--- src/rtl/crc16_word.sv ---
module crc16_word #(
  parameter int W = 16,
  parameter logic [W-1:0] POLY = 16'h0409
) (
  input  logic         clk,
  input  logic         rst_n,
  input  logic         clr,
  input  logic         vld,
  input  logic [W-1:0] din,
  input  logic         cmp,
  output logic [W-1:0] crc,
  output logic         err
);

  function automatic logic [W-1:0] absorb(input logic [W-1:0] c, input logic [W-1:0] d);
    logic [W-1:0] x;
    x = c ^ d;
    for (int i = 0; i < W; i++)
      x = (x >> 1) ^ (x[0] ? POLY : '0);
    return x;
  endfunction

  logic [W-1:0] nxt;
  logic         miss;

  assign nxt  = absorb(crc, din);
  assign miss = cmp && (din != crc);

  always_ff @(posedge clk or negedge rst_n) begin
    if (!rst_n) begin
      crc <= '0;
      err <= 1'b0;
    end else if (clr) begin
      crc <= '0;
      err <= 1'b0;
    end else begin
      if (vld)  crc <= nxt;
      if (miss) err <= 1'b1;
    end
  end


  hold_chk: assert property (@(posedge clk) disable iff (!rst_n)
    (!clr && !vld) |=> $stable(crc));


  clear_chk: assert property (@(posedge clk) disable iff (!rst_n)
    clr |=> (crc == '0 && !err));


  sticky_chk: assert property (@(posedge clk) disable iff (!rst_n)
    (err && !clr) |=> err);


  rise_chk: assert property (@(posedge clk) disable iff (!rst_n)
    $rose(err) |-> ($past(cmp) && $past(din) != $past(crc)));


  residue_chk: assert property (@(posedge clk) disable iff (!rst_n)
    (vld && !clr && din == crc) |=> crc == '0);

endmodule

--- config.mk ---
export PLATFORM = sky130hd
export DESIGN_NAME = crc16_word
export DESIGN_NICKNAME = d
export VERILOG_FILES = /design/src/rtl/crc16_word.sv
export SDC_FILE = /design/constraint.sdc
export NUM_CORES = 1
export LEC_CHECK = 0
export BUFFER_PORTS_ARGS = -buffer_cell sky130_fd_sc_hd__buf_4
export CORE_UTILIZATION = 52
export DETAILED_ROUTE_END_ITERATION = 8
export PLACE_DENSITY = 0.8
export SYNTH_ARGS = -nofsm -noshare
export SYNTH_HDL_FRONTEND = slang
export SYNTH_SLANG_ARGS = --single-unit
--- constraint.sdc ---
create_clock -name clk -period 3.45 [get_ports clk]
set_input_delay 0.69 -clock clk [delete_from_list [all_inputs] [get_ports clk]]
set_output_delay 0.69 -clock clk [all_outputs]
set_load 0.03 [all_outputs]
==> reports/qor.csv, run 1 <==
metric;value;unit
synthAdderAreaFrac;0.00959;
grt_overflow;0;
clockRootBuffer;clkbuf_4;
synth_top_family_by_area;XOR/XNOR gates;
syn_area;1310;um2
top_layer_used;met4;
fin_nets;165;
path_class;in -> reg;
yosysWarnings;0;
yosysTopAreaCell;dfrtp_1;
rsz0062_at_grt;false;
yosys.area_share.simple;0.0892;
clock_sinks;12;
cts_buffers;3;
drt-total-wl;2520;um
end_kind;register;
synth_edf_count;0;
cts_resized;0;
fp-row-count;17;
wl_met3;89;um
grt_max_degree;20;
ys_seq_area_frac;0.230;
vias_per_cell;5.04;
clkLatencyLatePin;0.27;ns
core_area;2300;um2
hold_viol;0;
netlist_instances;110;
grt_pass1_wl;4130;um
ant_nets;0;
synth.avg_cell_area;11.9;um2
drt_iter0_drc;10;
synthFlopType;dfrtp_1;
worstHoldPathType;in -> async;
hold_slack;0.241;ns
required;3.67;ns
netlist_top_cells_count;xnor2_1, dfrtp_1, nor2_1, xnor3_1, xor2_1;
slew_violations;0;
dr.pass1.iters;3;
post-cts-setup-buffers;0;
crit_fanout;4;
grtUsageTotal;0.224;
clkTransAtPathRegs;0.07;ns
slew_headroom;0.601;
dieArea;2710;um2
drive_above_1_share;0.298;
synth_most_common_cell;xnor2_1;
maxCapViolCount;0;
antenna_cells;0;
yosys.cell_types.count;27;
skew;0.00129;ns
avgRoutedWirePerCell;14.9;um
max_freq;0.366;GHz
antenna_found_initial;0;
tightestPinTransition;0.595;ns
synthMuxAreaShare;0.0307;
htree_levels;1;
cts_buffer_depth;2;
fillers;189;
fin_crit;2.73;ns
synth_compound_gate_area_share;0.0364;
synth_top_area_share;0.230;
grt_pass1_vias;870;
setup_tns;0;ns
gp_congestion;0.836;
synth-xor-area-share;0.561;
synth_area_leaders;dfrtp_1, xnor3_1, xnor2_1;
cp.arrival;2.95;ns
start_kind;input pin;
min_period_over_period;0.792;
hpwl;2090;um
vias;852;
start_util;0.568;
pin_count;38;
drc;0;
ys_ff_latch;12;
setup_violations;0;
cts-hold-fix-buffers;0;
wl_met2;1260;um
synth_async_sr_flop_share;1.00;
syn_to_final_growth;20.2;%
die_w;52.1;um
die_h;52.1;um
outcome;complete, no violations;
cts_tree;built;
numPortBuffers;32;
wl_met1;1120;um
==> per-stage QoR <==
step,cells,utilization,setup WS [ns],instance area [um2]
after floorplan,114,-,0.717,1320
after global placement,166,0.673,0.529,1550
after detailed placement,166,0.673,0.427,1550
after CTS,169,0.683,0.712,1570
after global routing,169,0.683,0.636,1570
final,169,0.683,0.719,1570
==> sequential cells by signal (all words and copies together) (netlist names) <==
register,count
err,1
crc,11
==> placed cells by master (no fill, tap or decap), types with 3 or more instances in the layout <==
master / synthesis / routed
mux2i_1: 4 / 4
xnor2_1: 25 / 25
xor2_1: 7 / 7
xnor2_2: 4 / 4
nor2_1: 11 / 11
buf_4: 5 / 32
clkbuf_4: 0 / 3
a211oi_1: 5 / 5
conb_1: 1 / 5
xnor3_1: 11 / 11
xor3_1: 3 / 3
dfrtp_1: 12 / 12
==> worst paths after layout <==
path | start | cells after the start | to | slack [ns]
setup / recovery | din[2] | 7 | crc[3]$_DFFE_PN0P_ | 0.72
hold / removal | rst_n | 1 | crc[6]$_DFFE_PN0P_ | 0.24
setup reg to reg | crc[2]$_DFFE_PN0P_ | 6 | crc[3]$_DFFE_PN0P_ | 0.76
hold reg to reg | err$_DFFE_PN0P_ | 2 | err$_DFFE_PN0P_ | 0.53
max in group asynchronous | rst_n | 1 | crc[8]$_DFFE_PN0P_ | 3.05
min in group clk | err$_DFFE_PN0P_ | 2 | err$_DFFE_PN0P_ | 0.53
==> final cells by class <==
type | count | area, um2 | share of cell area
well taps | 28 | 35.0 | 0.0223
clock buffers | 3 | 22.5 | 0.0144
flip-flops and latches | 12 | 300 | 0.191
multi-input cells | 93 | 967 | 0.616
repair buffers | 32 | 240 | 0.153
inverters | 1 | 3.75 | 0.00239
==> logic make-up after synthesis <==
family          after synthesis
other cells                   1
mux                           4
compound gates                7
simple gates                 23
buf+inv                       9
flops                        12
xor+xnor                     53
fa+ha+maj                     1
==> critical path: stages <==
cell	delay, ns
buf_4	0.13
xnor2_2	0.22
xnor3_1	0.50
xnor3_2	0.41
xnor3_1	0.44
or4b_1	0.48
nand3_1	0.07
==> layer usage <==
| layer | global-route usage | up-vias |
|---|---|---|
| met5 | 0 | - |
| met4 | 0.108 | 0 |
| met3 | 0.0263 | 4 |
| met2 | 0.393 | 24 |
| met1 | 0.270 | 396 |
| li1 | - | 428 |
Power of run 1 is left out: the tool's default activity adds up to more than one toggle a clock period on the data nets, which glitch-free logic cannot reach.
==> run 2, diff against run 1 <==
--- a/config.mk
+++ b/config.mk
@@ -5,10 +5,11 @@
 export SDC_FILE = /design/constraint.sdc
 export NUM_CORES = 1
 export LEC_CHECK = 0
+export ABC_AREA = 1
 export BUFFER_PORTS_ARGS = -buffer_cell sky130_fd_sc_hd__buf_4
-export CORE_UTILIZATION = 52
+export CORE_UTILIZATION = 54
 export DETAILED_ROUTE_END_ITERATION = 8
-export PLACE_DENSITY = 0.8
+export PLACE_DENSITY = 0.81
 export SYNTH_ARGS = -nofsm -noshare
 export SYNTH_HDL_FRONTEND = slang
 export SYNTH_SLANG_ARGS = --single-unit
==> constraint.sdc (replaced) <==
create_clock -name clk -period 2.6 [get_ports clk]
set_input_delay 0.52 -clock clk [delete_from_list [all_inputs] [get_ports clk]]
set_output_delay 0.52 -clock clk [all_outputs]
set_load 0.03 [all_outputs]
==> reports/qor.csv, run 2 <==
metric;value;unit
outcome;aborted with a tool error;
lastStage;4_1_cts;
toolErrorMsg;[ERROR DPL-0033] detailed placement checks failed during check placement.;
synth_top_area_share;0.200;
clock_sinks;12;
cts_resized;58;
numPortBuffers;32;
dpl_worst_slack;-0.901;ns
synth_async_sr_flop_share;1.00;
cts-hold-fix-buffers;0;
synth_edf_count;0;
synth_area_leaders;dfrtp_1, nand3_2, nand2_1;
post-cts-setup-buffers;6;
die_h;54.8;um
syn_area;1500;um2
die_w;54.8;um
pin_count;38;
htree_levels;1;
cts_buffer_depth;2;
ys_seq_area_frac;0.200;
yosys.cell_types.count;26;
netlist_top_cells_count;nand2_1, nand3_1, inv_1;
synth.avg_cell_area;7.06;um2
cts_buffers;3;
gp_congestion;0.975;
yosysTopAreaCell;dfrtp_1;
yosysWarnings;0;
clockRootBuffer;clkbuf_4;
fp-row-count;18;
netlist_instances;213;
synth_most_common_cell;nand2_1;
synthFlopType;dfrtp_1;
dpl_cell_area;2120;um2
start_util;0.591;
hpwl;3620;um
ys_ff_latch;12;
-- run 2: logic make-up after synthesis --
logic type                 count (synthesis)  share of synthesized area
AOI/OAI and AO/OA                         12                     0.0516
adders and majority gates                  1                    0.00832
xor gates and xnor gates                  17                      0.116
buffers and inverters                     33                     0.0948
other                                      1                    0.00249
DFF                                       12                      0.200
and+or+nand+nor                          137                      0.527
-- run 2: stage by stage --
step | instances | setup TNS, ns | utilization
3_3_place_gp | 313 | -6.51 | 0.832
3_5_place_dp | 313 | -7.11 | 0.832
2_1_floorplan | 217 | -2.93 | -
==> run 3, diff against run 2 <==
--- a/config.mk
+++ b/config.mk
@@ -7,9 +7,9 @@
 export LEC_CHECK = 0
 export ABC_AREA = 1
 export BUFFER_PORTS_ARGS = -buffer_cell sky130_fd_sc_hd__buf_4
-export CORE_UTILIZATION = 54
+export CORE_UTILIZATION = 40
 export DETAILED_ROUTE_END_ITERATION = 8
-export PLACE_DENSITY = 0.81
+export PLACE_DENSITY_LB_ADDON = 0.15
 export SYNTH_ARGS = -nofsm -noshare
 export SYNTH_HDL_FRONTEND = slang
 export SYNTH_SLANG_ARGS = --single-unit
==> reports/qor.csv, run 3 <==
metric;value;unit
outcome;finished, violations left;
violations;setup timing;
dieArea;4010;um2
largestRegisters;crc (11), err (1);
synth-xor-area-share;0.116;
slowest_stage;dfrtp_2;
clock_sinks;12;
timing.critical_path.from;crc[1]$_DFFE_PN0P_;
drt-total-wl;4620;um
pin_count;38;
hpwl;3560;um
ys_seq_area_frac;0.200;
final_common_cell;buf_4;
grt_max_degree;13;
cts_buffers;3;
dr.pass1.iters;5;
worstHoldPathType;in -> async;
final_cell_mix;buf_4, nand2_1, nand3_1;
synth_top_area_share;0.200;
numPortBuffers;32;
synthAdderAreaFrac;0.00832;
rr_startpoint;crc[1]$_DFFE_PN0P_;
clkLatencyLatePin;0.25;ns
core_area;3470;um2
tightestPinTransition;0.563;ns
post-route-worst-setup-slack;-0.674;ns
cts-hold-fix-buffers;0;
setup_violations;10;
end_kind;register;
skew;0.00515;ns
ys_ff_latch;12;
multi_input_comb_area;1420;um2
synthFlopType;dfrtp_1;
die_w;63.3;um
max_freq;0.305;GHz
clockRootBuffer;clkbuf_8;
rsz0062_at_grt;true;
synth_top_family_by_area;simple AND/OR/NAND/NOR gates;
drive_above_1_share;0.563;
start_kind;register;
max_stage_delay;0.43;ns
worst-path-stages;25;
setup_tns;-5.03;ns
min_period_over_period;1.26;
antenna_cells;0;
slew_headroom;0.622;
crit_family;simple AND/OR/NAND/NOR gates;
clkTransAtPathRegs;0.06;ns
die_h;63.3;um
cp.arrival;3.41;ns
maxCapViolCount;0;
ant_nets;0;
htree_levels;1;
drc;0;
syn_area;1500;um2
fp-row-count;21;
gp_congestion;0.918;
yosys.cell_types.count;26;
fin_nets;316;
synth_edf_count;0;
slew_violations;0;
crit_fanout;4;
hold_slack;0.0973;ns
grt_overflow;0;
cp-endpoint;crc[0]$_DFFE_PN0P_;
r2r-end;crc[0]$_DFFE_PN0P_;
synth_area_leaders;dfrtp_1, nand3_2, nand2_1;
yosysWarnings;0;
cts_tree;built;
synth.avg_cell_area;7.06;um2
largest_register_ff_count;11;
hold_viol;0;
synthMuxAreaShare;0;
antenna_found_initial;0;
grt_pass1_vias;1700;
largest_register;crc;
avgRoutedWirePerCell;13.6;um
synth_most_common_cell;nand2_1;
netlist_top_cells_count;nand2_1, nand3_1, inv_1;
drt_iter0_drc;89;
grtUsageTotal;0.253;
path_class;reg -> reg;
r2r_cells;25;
syn_to_final_growth;67.7;%
grt_pass1_wl;7850;um
fillers;270;
yosysTopAreaCell;dfrtp_1;
regArea;303;um2
yosys.area_share.simple;0.527;
vias_per_cell;4.91;
required;2.73;ns
synth_async_sr_flop_share;1.00;
netlist_instances;213;
vias;1665;
synth_compound_gate_area_share;0.0516;
cts_buffer_depth;2;
cp.buffers_inverters;3;
start_util;0.434;
r2r_slack;-0.67;ns
fin_crit;3.27;ns
-- run 3: cell counts after synthesis --
Identical to the previous run, type by type.
-- run 3: worst register-to-register path, cell delays in order, from the launching register on --
cell,delay (ns)
dfrtp_2,0.43
xnor2_4,0.18
ha_4,0.24
inv_2,0.10
nand3_4,0.11
nand3_2,0.14
nand3_4,0.12
nand2_4,0.10
nand2_4,0.07
nand2_4,0.08
inv_2,0.04
or2_1,0.21
nand2_2,0.11
inv_2,0.05
nand3_4,0.13
nand2_8,0.10
nand2_8,0.09
nand3_4,0.09
nand2_4,0.11
nand2_4,0.08
nand3_4,0.12
nand3_1,0.13
nand3_1,0.12
nand3_1,0.08
nand3_1,0.09
nand2_1,0.06
-- run 3: per-stage QoR --
step / cells / setup slack [ns] / instance area, um2 / util
floorplan: 217 / -0.490 / 1580 / -
global placement: 331 / -0.859 / 2150 / 0.621
detailed placement: 331 / -0.920 / 2150 / 0.621
CTS: 338 / -0.591 / 2490 / 0.719
global route: 339 / -0.894 / 2520 / 0.727
finish: 339 / -0.674 / 2520 / 0.727
-- run 3: per-layer routing --
| layer | up-vias | track usage | part of all wire |
|---|---|---|---|
| li1 | 852 | - | - |
| met1 | 769 | 0.329 | 0.43 |
| met2 | 40 | 0.449 | 0.52 |
| met3 | 4 | 0.0217 | 0.037 |
| met4 | 0 | 0.0568 | 0.0089 |
| met5 | - | 0 | 0 |
-- run 3: layout make-up --
cell class,instances,area share
Inverter,27,0.0412
Tap cell,46,0.0228
Clock buffer,4,0.0218
Multi-Input combinational cell,172,0.562
Timing Repair Buffer,78,0.232
Sequential cell,12,0.120
-- run 3: timing repair --
item	4_1_cts	5_1_grt
setup endpoints to repair	10	11
pin swaps	4	0
buffers inserted	3	1
resized for setup	47	4
-- run 3: cell families after synthesis --
logic type / after synthesis
compound gates: 12
xor+xnor: 17
fa+ha+maj: 1
buf+inv: 33
flops: 12
other cells: 1
simple gates: 137
-- run 3: worst min path at each step --
stage	from	endpoint	slack, ns	cells after the start
2_1_floorplan	rst_n	crc[0]$_DFFE_PN0P_	0.22	0
3_3_place_gp	rst_n	crc[9]$_DFFE_PN0P_	0.37	1
3_5_place_dp	rst_n	crc[9]$_DFFE_PN0P_	0.37	1
4_1_cts	rst_n	crc[9]$_DFFE_PN0P_	0.1	1
5_1_grt	rst_n	crc[9]$_DFFE_PN0P_	0.10	1
6_report	rst_n	crc[9]$_DFFE_PN0P_	0.1	1
Power of run 3 is left out for the same reason.
